`src/rtl/ls_usb_tx_pkg.sv`:
```
package ls_usb_tx_pkg;

  typedef enum logic [1:0] {
    DRV_IDLE,
    DRV_DATA,
    DRV_SE0,
    DRV_J
  } drive_e;

  typedef struct packed {
    logic   init;
    logic   emit;
    logic   eop;
    drive_e drive;
  } tx_strobe_t;

endpackage

```
`src/rtl/ls_usb_tx_ctrl.sv`:
```
module ls_usb_tx_ctrl
  import ls_usb_tx_pkg::*;
#(
  parameter int BIT_CLKS = 10,
  parameter int SE0_BITS = 2
) (
  input  logic       clk,
  input  logic       rstN,
  input  logic       start,
  input  logic       moreBits,
  output tx_strobe_t st,
  output logic       busy,
  output logic       done,
  output logic       rxFlagClear
);

  localparam int SE0_CLKS = SE0_BITS * BIT_CLKS;
  localparam int TMR_W    = $clog2(SE0_CLKS + 1);

  typedef enum logic [2:0] {S_IDLE, S_PREP, S_BITS, S_SE0, S_JDRV} state_e;

  state_e           state;
  logic [TMR_W-1:0] timer;
  logic             bitEnd;

  assign bitEnd = (state == S_BITS) && (timer == TMR_W'(BIT_CLKS - 1));

  always_comb begin
    st.init  = (state == S_IDLE) && start;
    st.emit  = (state == S_PREP) || (bitEnd && moreBits);
    st.eop   = bitEnd && !moreBits;
    case (state)
      S_BITS:  st.drive = DRV_DATA;
      S_SE0:   st.drive = DRV_SE0;
      S_JDRV:  st.drive = DRV_J;
      default: st.drive = DRV_IDLE;
    endcase
  end

  always_ff @(posedge clk or negedge rstN) begin
    if (!rstN) begin
      state       <= S_IDLE;
      timer       <= '0;
      done        <= 1'b0;
      rxFlagClear <= 1'b0;
    end else begin
      done        <= (state == S_JDRV);
      rxFlagClear <= st.eop;
      case (state)
        S_IDLE: if (start) state <= S_PREP;
        S_PREP: begin
          state <= S_BITS;
          timer <= '0;
        end
        S_BITS: begin
          if (bitEnd) begin
            timer <= '0;
            if (!moreBits) state <= S_SE0;
          end else begin
            timer <= timer + 1'b1;
          end
        end
        S_SE0: begin
          if (timer == TMR_W'(SE0_CLKS - 1)) begin
            state <= S_JDRV;
            timer <= '0;
          end else begin
            timer <= timer + 1'b1;
          end
        end
        default: state <= S_IDLE;
      endcase
    end
  end

  assign busy = (state != S_IDLE);

  // done never lasts two cycles
  assert_done_single_R9: assert property (@(posedge clk) disable iff (!rstN)
    done |=> !done);

  // the end-of-packet strobe is a single pulse
  assert_eop_strobe_single_R11: assert property (@(posedge clk) disable iff (!rstN)
    rxFlagClear |=> !rxFlagClear);

  // bit/SE0 timer stays inside its window
  assert_timer_range_R6: assert property (@(posedge clk) disable iff (!rstN)
    timer < TMR_W'(SE0_CLKS));

  // while busy, a start does not re-arm the packet
  assert_busy_ignores_start_R12: assert property (@(posedge clk) disable iff (!rstN)
    (busy && start && state != S_JDRV) |=> busy);

endmodule

```
`src/rtl/ls_usb_tx_dp.sv`:
```
module ls_usb_tx_dp
  import ls_usb_tx_pkg::*;
#(
  parameter int MAX_BYTES = 12,
  parameter int STUFF_RUN = 6,
  parameter int ADDR_W    = 7,
  localparam int CNT_W    = $clog2(MAX_BYTES + 1)
) (
  input  logic              clk,
  input  logic              rstN,
  input  tx_strobe_t        st,
  input  logic [CNT_W-1:0]  byteCount,
  input  logic [7:0]        byteIn,
  input  logic [ADDR_W-1:0] pendAddr,
  output logic [CNT_W-1:0]  byteIdx,
  output logic [ADDR_W-1:0] curAddr,
  output logic              moreBits,
  output logic              dp,
  output logic              dm,
  output logic              oe
);

  localparam int         RUN_W     = $clog2(STUFF_RUN + 1);
  localparam logic [7:0] SYNC_BYTE = 8'h80;

  logic [7:0]       shiftReg;
  logic [3:0]       bitsLeft;
  logic [CNT_W-1:0] bytesLeft;
  logic [CNT_W-1:0] effCount;
  logic [RUN_W-1:0] onesRun;
  logic             lineK;
  logic             dataPkt;
  logic             stuffDue;

  always_comb begin
    if (byteCount < CNT_W'(2))              effCount = CNT_W'(2);
    else if (byteCount > CNT_W'(MAX_BYTES)) effCount = CNT_W'(MAX_BYTES);
    else                                    effCount = byteCount;
  end

  assign stuffDue = (onesRun == RUN_W'(STUFF_RUN));
  assign moreBits = (bitsLeft != '0) || (bytesLeft != '0) || stuffDue;

  always_ff @(posedge clk or negedge rstN) begin
    if (!rstN) begin
      shiftReg  <= '0;
      bitsLeft  <= '0;
      bytesLeft <= '0;
      byteIdx   <= '0;
      onesRun   <= '0;
      lineK     <= 1'b0;
      dataPkt   <= 1'b0;
      curAddr   <= '0;
    end else begin
      if (st.init) begin
        shiftReg  <= SYNC_BYTE;
        bitsLeft  <= 4'd8;
        bytesLeft <= effCount - 1'b1;
        byteIdx   <= '0;
        onesRun   <= '0;
        lineK     <= 1'b0;
        dataPkt   <= (effCount > CNT_W'(2));
      end else if (st.emit) begin
        if (stuffDue) begin
          lineK   <= ~lineK;
          onesRun <= '0;
        end else begin
          if (shiftReg[0]) begin
            onesRun <= onesRun + 1'b1;
          end else begin
            onesRun <= '0;
            lineK   <= ~lineK;
          end
          if (bitsLeft == 4'd1 && bytesLeft != '0) begin
            shiftReg  <= byteIn;
            bitsLeft  <= 4'd8;
            bytesLeft <= bytesLeft - 1'b1;
            byteIdx   <= byteIdx + 1'b1;
          end else begin
            shiftReg <= {1'b0, shiftReg[7:1]};
            bitsLeft <= bitsLeft - 1'b1;
          end
        end
      end
      if (st.eop && dataPkt) curAddr <= pendAddr;
    end
  end

  always_comb begin
    case (st.drive)
      DRV_DATA: begin dp = lineK; dm = ~lineK; oe = 1'b1; end
      DRV_SE0:  begin dp = 1'b0;  dm = 1'b0;   oe = 1'b1; end
      DRV_J:    begin dp = 1'b0;  dm = 1'b1;   oe = 1'b1; end
      default:  begin dp = 1'b0;  dm = 1'b1;   oe = 1'b0; end
    endcase
  end

  // the bus is only taken while J was already presented
  assert_take_bus_from_j_R2: assert property (@(posedge clk) disable iff (!rstN)
    $rose(oe) |-> ($past(dp) == 1'b0 && $past(dm) == 1'b1));

  // single-ended zero only appears while driving
  assert_se0_driven_R8: assert property (@(posedge clk) disable iff (!rstN)
    (!dp && !dm) |-> oe);

  // the ones run never passes the stuffing limit
  assert_no_overflow_R5: assert property (@(posedge clk) disable iff (!rstN)
    onesRun <= RUN_W'(STUFF_RUN));

  // the active address only moves on an end-of-packet strobe
  assert_addr_hold_R10: assert property (@(posedge clk) disable iff (!rstN)
    !st.eop |=> $stable(curAddr));

  // remaining bytes only shrink between starts
  assert_bytes_monotone_R3: assert property (@(posedge clk) disable iff (!rstN)
    !st.init |=> bytesLeft <= $past(bytesLeft));

endmodule

```
`src/rtl/ls_usb_tx.sv`:
```
module ls_usb_tx
  import ls_usb_tx_pkg::*;
#(
  parameter int BIT_CLKS  = 10,
  parameter int SE0_BITS  = 2,
  parameter int MAX_BYTES = 12,
  parameter int STUFF_RUN = 6,
  parameter int ADDR_W    = 7,
  localparam int CNT_W    = $clog2(MAX_BYTES + 1)
) (
  input  logic              clk,
  input  logic              rstN,
  input  logic              start,
  input  logic [CNT_W-1:0]  byteCount,
  input  logic [7:0]        byteIn,
  input  logic [ADDR_W-1:0] pendAddr,
  output logic [CNT_W-1:0]  byteIdx,
  output logic              dp,
  output logic              dm,
  output logic              oe,
  output logic              busy,
  output logic              done,
  output logic              rxFlagClear,
  output logic [ADDR_W-1:0] curAddr
);

  tx_strobe_t st;
  logic       moreBits;

  ls_usb_tx_ctrl #(
    .BIT_CLKS(BIT_CLKS),
    .SE0_BITS(SE0_BITS)
  ) ctrl_i (
    .clk        (clk),
    .rstN       (rstN),
    .start      (start),
    .moreBits   (moreBits),
    .st         (st),
    .busy       (busy),
    .done       (done),
    .rxFlagClear(rxFlagClear)
  );

  ls_usb_tx_dp #(
    .MAX_BYTES(MAX_BYTES),
    .STUFF_RUN(STUFF_RUN),
    .ADDR_W   (ADDR_W)
  ) dp_i (
    .clk      (clk),
    .rstN     (rstN),
    .st       (st),
    .byteCount(byteCount),
    .byteIn   (byteIn),
    .pendAddr (pendAddr),
    .byteIdx  (byteIdx),
    .curAddr  (curAddr),
    .moreBits (moreBits),
    .dp       (dp),
    .dm       (dm),
    .oe       (oe)
  );

endmodule

```
`config.mk`:
```
export PLATFORM = sky130hd
export DESIGN_NAME = ls_usb_tx
export DESIGN_NICKNAME = d
export VERILOG_FILES = /design/src/rtl/ls_usb_tx_pkg.sv /design/src/rtl/ls_usb_tx_ctrl.sv /design/src/rtl/ls_usb_tx_dp.sv /design/src/rtl/ls_usb_tx.sv
export SDC_FILE = /design/constraint.sdc
export NUM_CORES = 1
export LEC_CHECK = 0
export BUFFER_PORTS_ARGS = -buffer_cell sky130_fd_sc_hd__buf_4
export CORE_AREA = 5 5 64 80
export DETAILED_ROUTE_END_ITERATION = 12
export DIE_AREA = 0 0 69 85
export HOLD_SLACK_MARGIN = 0.02
export PLACE_DENSITY = 0.8
export SLEW_MARGIN = 10
export SYNTH_ARGS = -nofsm -noshare
export SYNTH_HDL_FRONTEND = slang
export SYNTH_SLANG_ARGS = --single-unit
```
`constraint.sdc`:
```
create_clock -name clk -period 2.7 [get_ports clk]
set_clock_uncertainty 0.15 [all_clocks]
set_input_delay 0.81 -clock clk [delete_from_list [all_inputs] [get_ports clk]]
set_output_delay 0.81 -clock clk [all_outputs]
set_load 0.005 [all_outputs]
```
==> results.tsv, run 1 <==
stage	metric	value	unit
run_status	outcome	completed	
synthesis	area share of the leading cell type in the synthesized netlist	0.470	
worst_setup_path	type of the setup path with the least slack	register to register	
pwr	power density over cell area	696	nW/um2
layout	fill cell total of the finished layout	399	
drt	Total Routed Length	4.95	mm
drt	number of violations reported at the end of detailed-routing iteration 0	95	
synthesis	fraction of registers with async set/reset	1.00	
place	IO buf count	38	
layout	number of standard cells in the final layout excluding fillers	326	
floorplan	number of ports placed on the die boundary	39	
global_route	vias in the first global route	1934	
layout	Sequential cell area	1050	um2
global_route	global-route wire length before repair	8.57	mm
worst_setup_path	cells on worst reg2reg path	8	
synthesis	FF+latch count, synth	42	
timing	Final setup violation count	0	
pwr	part of the total power dissipated in combinational logic	0.266	
cts	clock network latency to the later pin of the worst-skew pair	290	ps
synthesis	EDFF count, synth	0	
pwr	worst IR drop on VDD	339	uV
place	Routability Congestion	0.787	
floorplan	Chip Width	69	um
floorplan	Die Height	85	um
worst_setup_path	highest-delay cell along the critical path	sky130_fd_sc_hd__or4_1	
cts	CTS tree	yes	
layout	Antenna diodes	0	
drt	sum of met2 wire segment lengths after detailed routing	2.65	mm
pwr	net switching fraction of the power	0.316	
drt	Met1 Wirelength	1.97	mm
timing	maximum achievable frequency	0.393	GHz
worst_setup_path	highest fanout seen on the critical path	7	
pwr	cell leakage power	1.25	nW
drt	Antenna Violating Nets Remaining	0	
cts	number of hold-repair buffers added at the cts stage	0	
cts	H-Tree Level Count	2	
timing	post-route minimum period	2550	ps
cts	number of clock sinks seen by CTS	42	
synthesis	post-synthesis average cell area	10.3	um2
worst_setup_path	WP depth	8	
place	final HPWL from detailed placement	3.52	mm
pwr	post-route total power	0.00192	W
layout	Syn-to-layout area delta	23.3	%
drt	sum of met3 wire segment lengths after detailed routing	226	um
pwr	clock power share	0.263	
pwr	sequential share of power	0.470	
cts	setup fix buffers added after clock tree synthesis	0	
synthesis	sequential area share after synthesis	0.470	
global_route	antenna violations before repair	0	
drt	overall via count from detail_route	1876	
worst_setup_path	endpoint kind of the worst setup timing path	register	
timing	transition time at the pin with the least slew margin	764	ps
pwr	switching component of the power	0.000608	W
floorplan	core region area	4320	um2
timing	Pins Over Slew Limit	0	
global_route	GRT Residual Overflow	0	
synthesis	Most used DFF post-synth	sky130_fd_sc_hd__dfrtp_1	
worst_setup_path	Worst EP arrival	2620	ps
layout	Net count, final	298	
cts	post-CTS sizing	0	
timing	Period Utilization, post-route	0.943	
synthesis	cell area after synthesis	2240	um2
drt	first-pass iteration count of the detailed router	4	
drt	residual DRC count	0	
floorplan	DIE AREA	5870	um2
layout	share of cells above drive strength 1	0.287	
drt	wire per inst	15.2	um
timing	relative max-transition margin	0.486	
global_route	pin count of the biggest net entering global routing	43	
worst_setup_path	delay-heaviest family, CP	compound AO/OA/AOI/OAI gates	
drt	Via density	5.75	
pwr	Power Internal	0.00131	W
worst_setup_path	setup slack, reg-to-reg	150	ps
synthesis	top cell type by total area after synthesis	sky130_fd_sc_hd__dfrtp_1	
synthesis	cells taking the most area after synthesis	sky130_fd_sc_hd__dfrtp_1, sky130_fd_sc_hd__o21ai_0, sky130_fd_sc_hd__ha_1, sky130_fd_sc_hd__mux2_2, sky130_fd_sc_hd__nand2_1	
worst_setup_path	combined buffer and inverter count along the critical path	2	
timing	Hold WS	336	ps
synthesis	most used standard cell by instance count after synthesis	sky130_fd_sc_hd__dfrtp_1	
synthesis	Yosys warning count	0	
cts	Clock Tree Buf Depth	2	
synthesis	syn_nets	248	
drt	top sig layer	met4	
cts	number of CTS-inserted buffers	5	
global_route	combined global-route utilization of all metal layers	0.175	
timing	unrepaired setup endpoints after global routing	false	
worst_setup_path	Crit path required time	2770	ps
layout	multi-input combinational cell area	1140	um2
timing	final hold viol count	0	
synthesis	count of distinct cell types in the synthesized netlist	51	
worst_setup_path	ordered cell list for the critical path	inv_1 > ha_1 > nand4bb_1 > o32ai_1 > o21ai_1 > buf_4 > or4_1 > a21oi_1	
cts	Clock Pin Slew Worst Setup and Hold Paths	80	ps
worst_setup_path	kind of launch point of the worst setup path	register	
floorplan	initial standard-cell utilization of the core	0.517	
synthesis	Post-Synthesis Cells	218	
run	count of maximum capacitance violations	0	
worst_hold_path	min-delay worst type	input port to async pin	
floorplan	row count	27	
worst_setup_path	Slowest Stage Delay on Critical Path	490	ps
cts	Clk Tree Root Cell	sky130_fd_sc_hd__clkbuf_8	
synthesis	top post-synthesis cells by count	sky130_fd_sc_hd__dfrtp_1, sky130_fd_sc_hd__nand2_1, sky130_fd_sc_hd__o21ai_0, sky130_fd_sc_hd__nor2_1, sky130_fd_sc_hd__nand3_1	
place	total instance count after detailed placement	319	
[worst reg2reg max path, cell delays in order, from the launching register on]
cell and delay [ps]:
sky130_fd_sc_hd__dfrtp_1 410, sky130_fd_sc_hd__inv_1 80, sky130_fd_sc_hd__ha_1 140, sky130_fd_sc_hd__nand4bb_1 210
sky130_fd_sc_hd__o32ai_1 450, sky130_fd_sc_hd__o21ai_1 180, sky130_fd_sc_hd__buf_4 200, sky130_fd_sc_hd__or4_1 490
sky130_fd_sc_hd__a21oi_1 160
[final cells by class]
| class | count | area share |
|---|---|---|
| Timing Repair Buffer | 48 | 0.131 |
| Multi-Input combinational cell | 165 | 0.413 |
| Tap cell | 58 | 0.0263 |
| Sequential cell | 42 | 0.381 |
| Clock inverter | 1 | 0.0109 |
| Clock buffer | 6 | 0.0299 |
| Inverter | 6 | 0.00816 |
[layer usage]
metal	vias to the layer above	GRT usage
met5	-	0
met4	0	0.0817
met3	10	0.0367
met2	60	0.317
met1	912	0.195
li1	894	-
[power by group through the flow]
stage | clock network, W | registers, W | logic, W
after detailed placement | 0 | 0.000914 | 0.000509
after floorplan | 0 | 0.000877 | 0.000344
final | 0.000506 | 0.000903 | 0.000511
after global routing | 0.000547 | 0.000927 | 0.000582
after global placement | 0 | 0.000907 | 0.000493
after CTS | 0.000520 | 0.000903 | 0.000514
[metrics by stage]
stage          setup TNS, ps  setup WS (ps)   util  area (um2)
2_1_floorplan              0            107      -        2240
3_3_place_gp               0           26.0  0.612        2650
3_5_place_dp           -68.6          -68.6  0.612        2650
4_1_cts                    0            178  0.638        2760
5_1_grt                    0           9.19  0.638        2760
6_report                   0            153  0.638        2760
[worst paths after layout]
path	startpoint	end
min reg2reg	dp_i.shiftReg[1]	dp_i.shiftReg[1]
min in group clk	dp_i.shiftReg[1]	dp_i.shiftReg[1]
min	rstN	ctrl_i.timer[4]
max in group asynchronous	rstN	dp_i.shiftReg[6]
max	ctrl_i.timer[1]	dp_i.byteIdx[3]
max reg2reg	ctrl_i.timer[1]	dp_i.byteIdx[3]
[kinds of logic after synthesis]
kind of cell / Yosys count / synth area share
buffers and inverters: 11 / 0.0207
multiplexers: 17 / 0.0811
AND/OR/NAND/NOR: 88 / 0.233
XOR/XNOR: 1 / 0.00392
adder cells (fa/ha/maj): 8 / 0.0447
AO/OA/AOI/OAI: 51 / 0.147
flip-flops: 42 / 0.470
[layout by cell type, fill, tap and decap left out, types with 3 or more instances in the layout]
master and n:
sky130_fd_sc_hd__buf_4 48, sky130_fd_sc_hd__dfrtp_1 42, sky130_fd_sc_hd__nand2_1 24, sky130_fd_sc_hd__o21ai_0 21, sky130_fd_sc_hd__nor2_1 14, sky130_fd_sc_hd__nand3_1 10, sky130_fd_sc_hd__mux2_2 8, sky130_fd_sc_hd__mux2i_1 8
sky130_fd_sc_hd__ha_1 8, sky130_fd_sc_hd__inv_1 6, sky130_fd_sc_hd__nand2b_1 6, sky130_fd_sc_hd__a21oi_1 6, sky130_fd_sc_hd__clkbuf_8 6, sky130_fd_sc_hd__nor3_1 5, sky130_fd_sc_hd__o31ai_1 5, sky130_fd_sc_hd__nor2b_1 3
sky130_fd_sc_hd__or4_1 3, sky130_fd_sc_hd__a31oi_1 3
[registers in the layout (all words and copies together), names as in the netlist]
signal and count:
ctrl_i.rxFlagClear 1, dp_i.onesRun 3, dp_i.bytesLeft 4, dp_i.byteIdx 4
dp_i.curAddr 7, dp_i.dataPkt 1, ctrl_i.state 3, dp_i.bitsLeft 4
ctrl_i.done 1, ctrl_i.timer 5, dp_i.shiftReg 8, dp_i.lineK 1
No activity file was read; power rests on OpenSTA's default activity.
==> run 2: changes to the inputs <==
clock period = 2.4 ns   (was 2.7 ns; I/O delays follow)
==> results.tsv, run 2 (synthesis results as in run 1) <==
stage	metric	value	unit
cts	clock network latency to the later pin of the worst-skew pair	300	ps
global_route	GRT Residual Overflow	0	
worst_setup_path	Reg-to-Reg Start	ctrl_i.state[1]	
timing	unrepaired setup endpoints after global routing	true	
worst_setup_path	Crit path required time	2440	ps
place	worst slack after detailed placement	-113	ps
cts	number of clock sinks seen by CTS	42	
worst_setup_path	Crit path top cell by count	sky130_fd_sc_hd__nand3_1	
worst_setup_path	ordered cell list for the critical path	or4b_4 > a32oi_1 > ha_2 > nand3_1 > o21ai_1 > nand3_1 > o221a_2	
global_route	met2 demand-to-capacity share in global routing	0.337	
global_route	met3 routing resource usage after global routing	0.0415	
layout	registers with the most flip-flops	dp_i.shiftReg (8), dp_i.curAddr (7), ctrl_i.timer (5)	
worst_hold_path	min-delay worst type	input port to async pin	
worst_setup_path	combined buffer and inverter count along the critical path	0	
layout	register with the most flip-flops	dp_i.shiftReg	
place	IO buf count	38	
timing	setup slack after layout	52.3	ps
timing	Final setup violation count	0	
layout	Net count, final	315	
cts	Clock Tree Buf Depth	2	
drt	overall via count from detail_route	1917	
drt	Via density	5.59	
drt	wire per inst	15.1	um
drt	first-pass iteration count of the detailed router	4	
run_status	outcome	completed	
global_route	antenna violations before repair	0	
layout	final core utilization	0.671	
worst_setup_path	highest-delay cell along the critical path	sky130_fd_sc_hd__or4b_4	
cts	number of CTS-inserted buffers	5	
floorplan	core region area	4320	um2
worst_setup_path	worst setup path startpoint	ctrl_i.state[1]	
worst_setup_path	kind of launch point of the worst setup path	register	
global_route	global-route wire length before repair	9.05	mm
place	Routability Congestion	0.905	
layout	share of cells above drive strength 1	0.344	
layout	Antenna diodes	0	
timing	Period Utilization, post-route	0.978	
worst_setup_path	cells on worst reg2reg path	7	
worst_setup_path	endpoint kind of the worst setup timing path	register	
drt	Antenna Violating Nets Remaining	0	
pwr	cell leakage power	1.34	nW
floorplan	Die Height	85	um
cts	Clock Pin Slew Worst Setup and Hold Paths	80	ps
drt	number of violations reported at the end of detailed-routing iteration 0	111	
timing	transition time at the pin with the least slew margin	546	ps
worst_setup_path	Slowest Stage Delay on Critical Path	650	ps
timing	relative max-transition margin	0.636	
floorplan	number of ports placed on the die boundary	39	
global_route	GRT busiest layer	met2	
timing	final hold viol count	0	
worst_setup_path	destination of the worst register-to-register timing path	dp_i.bytesLeft[2]	
worst_setup_path	delay-heaviest family, CP	simple AND/OR/NAND/NOR gates	
layout	number of flip-flops in the largest register	8	
floorplan	initial standard-cell utilization of the core	0.517	
floorplan	Chip Width	69	um
global_route	vias in the first global route	2006	
cts	CTS tree	yes	
global_route	pin count of the biggest net entering global routing	43	
worst_setup_path	Worst EP arrival	2390	ps
pwr	worst IR drop on VDD	447	uV
timing	post-route minimum period	2350	ps
worst_setup_path	worst setup path end	dp_i.bytesLeft[2]	
layout	Syn-to-layout area delta	29.8	%
run	count of maximum capacitance violations	0	
place	final HPWL from detailed placement	3.92	mm
cts	H-Tree Level Count	2	
layout	leading cell types in the layout, fill and taps excluded	sky130_fd_sc_hd__buf_4, sky130_fd_sc_hd__dfrtp_1, sky130_fd_sc_hd__nand2_1	
cts	number of hold-repair buffers added at the cts stage	0	
drt	residual DRC count	0	
layout	fill cell total of the finished layout	386	
cts	Clk Tree Root Cell	sky130_fd_sc_hd__clkbuf_8	
floorplan	row count	27	
floorplan	DIE AREA	5870	um2
timing	maximum achievable frequency	0.426	GHz
global_route	combined global-route utilization of all metal layers	0.188	
worst_setup_path	type of the setup path with the least slack	register to register	
drt	Total Routed Length	5.19	mm
worst_setup_path	highest fanout seen on the critical path	8	
global_route	met1 usage in global routing	0.218	
layout	most common cell after layout, fill and taps aside	sky130_fd_sc_hd__buf_4	
worst_setup_path	setup slack, reg-to-reg	50	ps
timing	Pins Over Slew Limit	0	
worst_setup_path	WP depth	7	
pwr	power density over cell area	773	nW/um2
run 2: worst min-delay path by stage:
stage,startpoint,endpoint,slack (ps),cells past startpoint
after floorplan,rstN,ctrl_i.done,270,0
after global placement,dp_i.shiftReg[1],dp_i.shiftReg[1],310,2
after detailed placement,dp_i.shiftReg[5],dp_i.shiftReg[5],330,2
after CTS,rstN,ctrl_i.timer[0],270,1
after global routing,rstN,ctrl_i.done,290,1
final,rstN,ctrl_i.rxFlagClear,250,1
run 2: stage by stage:
stage	total power (W)	instances	cell area (um2)	hold WS [ps]	setup TNS [ps]
after global placement	0.00165	336	2780	315	-47.4
after CTS	0.00226	343	2900	270	0
after global routing	0.00240	343	2900	294	-131
after floorplan	0.00138	218	2260	274	-0.659
after detailed placement	0.00168	336	2780	326	-146
final	0.00224	343	2900	248	0
run 2: area by class of cell:
class	instances	area, um2	share of cell area
Clock buffer	6	82.6	0.0284
Clock inverter	1	30.0	0.0103
Inverter	6	22.5	0.00776
Multi-Input combinational cell	165	1160	0.398
Sequential cell	42	1050	0.362
Tap cell	58	72.6	0.0250
Timing Repair Buffer	65	488	0.168
run 2: power by group:
part,internal [W],total [W],switching (W),leakage (nW)
registers,0.000854,0.000994,0.000140,0.549
clock network,0.000333,0.000573,0.000240,0.0573
logic,0.000352,0.000676,0.000325,0.732
total,0.00154,0.00224,0.000705,1.34
run 2: worst reg2reg max path: stages (launching register included):
cell,delay (ps)
sky130_fd_sc_hd__dfrtp_1,500
sky130_fd_sc_hd__or4b_4,650
sky130_fd_sc_hd__a32oi_1,250
sky130_fd_sc_hd__ha_2,250
sky130_fd_sc_hd__nand3_1,90
sky130_fd_sc_hd__o21ai_1,130
sky130_fd_sc_hd__nand3_1,90
sky130_fd_sc_hd__o221a_2,140
run 2: layer usage:
metal	routed length, um	vias up
met5	0	-
met4	121	0
met3	236	13
met2	2700	49
met1	2130	924
li1	-	931
run 2: repair_timing:
action | 4_1_cts | 5_1_grt
setup buffers | 0 | 0
setup endpoints to repair | 0 | 14
resized for setup | 0 | 1
hold endpoints to repair | 0 | 0
==> run 3: changes to the inputs <==
CORE_AREA = 2 2 61 77   (was 5 5 64 80)
DIE_AREA = 0 0 63 79   (was 0 0 69 85)
==> results.tsv, run 3 (synthesis results as in run 1) <==
stage	metric	value	unit
run_status	outcome	completed	
worst_setup_path	type of the setup path with the least slack	register to primary output	
layout	most common cell after layout, fill and taps aside	sky130_fd_sc_hd__buf_4	
global_route	vias in the first global route	1829	
layout	Net count, final	316	
place	Routability Congestion	0.833	
worst_setup_path	Worst EP arrival	1430	ps
floorplan	row count	27	
timing	Pins Over Slew Limit	0	
place	dpl cell area	2790	um2
layout	fill cell total of the finished layout	343	
drt	overall via count from detail_route	1946	
pwr	cell leakage power	1.33	nW
drt	first-pass iteration count of the detailed router	4	
timing	Final setup violation count	0	
global_route	GRT Residual Overflow	0	
cts	clock network latency to the later pin of the worst-skew pair	290	ps
layout	leading cell types in the layout, fill and taps excluded	sky130_fd_sc_hd__buf_4, sky130_fd_sc_hd__dfrtp_1, sky130_fd_sc_hd__nand2_1	
floorplan	number of ports placed on the die boundary	39	
timing	maximum achievable frequency	0.435	GHz
layout	design area	2920	um2
place	IO buf count	38	
global_route	global-route wire length before repair	8.36	mm
timing	final hold viol count	0	
worst_setup_path	Crit path required time	1530	ps
layout	Antenna diodes	0	
layout	final core utilization	0.680	
floorplan	initial standard-cell utilization of the core	0.521	
drt	residual DRC count	0	
cts	Clock Tree Buf Depth	2	
global_route	combined global-route utilization of all metal layers	0.214	
timing	Hold WS	242	ps
timing	relative max-transition margin	0.642	
cts	Clock Pin Slew Worst Setup and Hold Paths	80	ps
pwr	power density over cell area	730	nW/um2
cts	number of hold-repair buffers added at the cts stage	0	
drt	number of violations reported at the end of detailed-routing iteration 0	81	
worst_setup_path	highest fanout seen on the critical path	8	
layout	register with the most flip-flops	dp_i.shiftReg	
layout	share of cells above drive strength 1	0.365	
global_route	pin count of the biggest net entering global routing	43	
run	count of maximum capacitance violations	0	
cts	CTS tree	yes	
layout	multi-input combinational cell area	1190	um2
layout	registers with the most flip-flops	dp_i.shiftReg (8), dp_i.curAddr (7), ctrl_i.timer (5)	
drt	wire per inst	14.6	um
floorplan	Chip Width	63	um
cts	Clk Tree Root Cell	sky130_fd_sc_hd__clkbuf_8	
cts	H-Tree Level Count	2	
drt	Antenna Violating Nets Remaining	0	
worst_setup_path	kind of launch point of the worst setup path	register	
pwr	post-route total power	0.00213	W
worst_hold_path	min-delay worst type	input port to async pin	
timing	post-route minimum period	2300	ps
timing	Period Utilization, post-route	0.959	
timing	transition time at the pin with the least slew margin	538	ps
cts	number of CTS-inserted buffers	5	
layout	Syn-to-layout area delta	30.4	%
cts	number of clock sinks seen by CTS	42	
floorplan	core region area	4290	um2
global_route	antenna violations before repair	0	
place	final HPWL from detailed placement	3.60	mm
timing	setup slack after layout	99.5	ps
floorplan	Die Height	79	um
layout	number of flip-flops in the largest register	8	
worst_setup_path	endpoint kind of the worst setup timing path	primary output	
floorplan	DIE AREA	4980	um2
layout	Sequential cell area	1050	um2
place	worst slack after detailed placement	-133	ps
drt	Total Routed Length	5.01	mm
pwr	worst IR drop on VDD	452	uV
drt	Via density	5.67	
timing	unrepaired setup endpoints after global routing	false	
## run 3: worst max-delay path, stage by stage (launching register included)
cell and delay (ps):
sky130_fd_sc_hd__dfrtp_2 450, sky130_fd_sc_hd__buf_4 180, sky130_fd_sc_hd__nor2_2 110, sky130_fd_sc_hd__and2_1 170, sky130_fd_sc_hd__nand2b_1 110, sky130_fd_sc_hd__buf_4 100
## run 3: final timing paths
path                                endpoint  cells after the start        startpoint  slack [ps]
hold reg to reg             dp_i.shiftReg[2]                      2  dp_i.shiftReg[2]         340
max in group asynchronous    ctrl_i.state[1]                      1              rstN        1450
hold / removal               ctrl_i.timer[3]                      1              rstN         240
min in group clk            dp_i.shiftReg[2]                      2  dp_i.shiftReg[2]         340
setup reg to reg           dp_i.bytesLeft[2]                      7   ctrl_i.state[1]         150
setup / recovery                          oe                      5   ctrl_i.state[0]         100
## run 3: power by group
group          switching [W]  internal, W  leakage, nW
Combinational       0.000323     0.000353        0.744
Clock               0.000225     0.000222       0.0431
Sequential          0.000152     0.000855        0.547
## run 3: layout make-up
class,instances,share of cell area
inverters,6,0.00772
flip-flops and latches,42,0.361
clock buffers,6,0.0283
repair buffers,66,0.171
well taps,58,0.0249
multi-input cells,165,0.407
## run 3: what timing repair did
action / in CTS / in global routing
cloned: 0 / 0
endpoints found under the hold margin: 0 / 0
resized for setup: 1 / 7
setup endpoints to repair: 4 / 12
pin swaps: 0 / 2
setup buffers: 0 / 0
## run 3: metrics by stage
stage / cells / setup TNS (ps)
2_1_floorplan: 218 / -0.659
3_3_place_gp: 337 / -80.4
3_5_place_dp: 337 / -133
4_1_cts: 343 / 0
5_1_grt: 343 / 0
6_report: 343 / 0
## run 3: layer usage
metal	up-vias	track usage	routed length (um)
li1	937	-	-
met1	947	0.266	2150
met2	54	0.354	2570
met3	8	0.0453	187
met4	0	0.100	103
met5	-	0	0
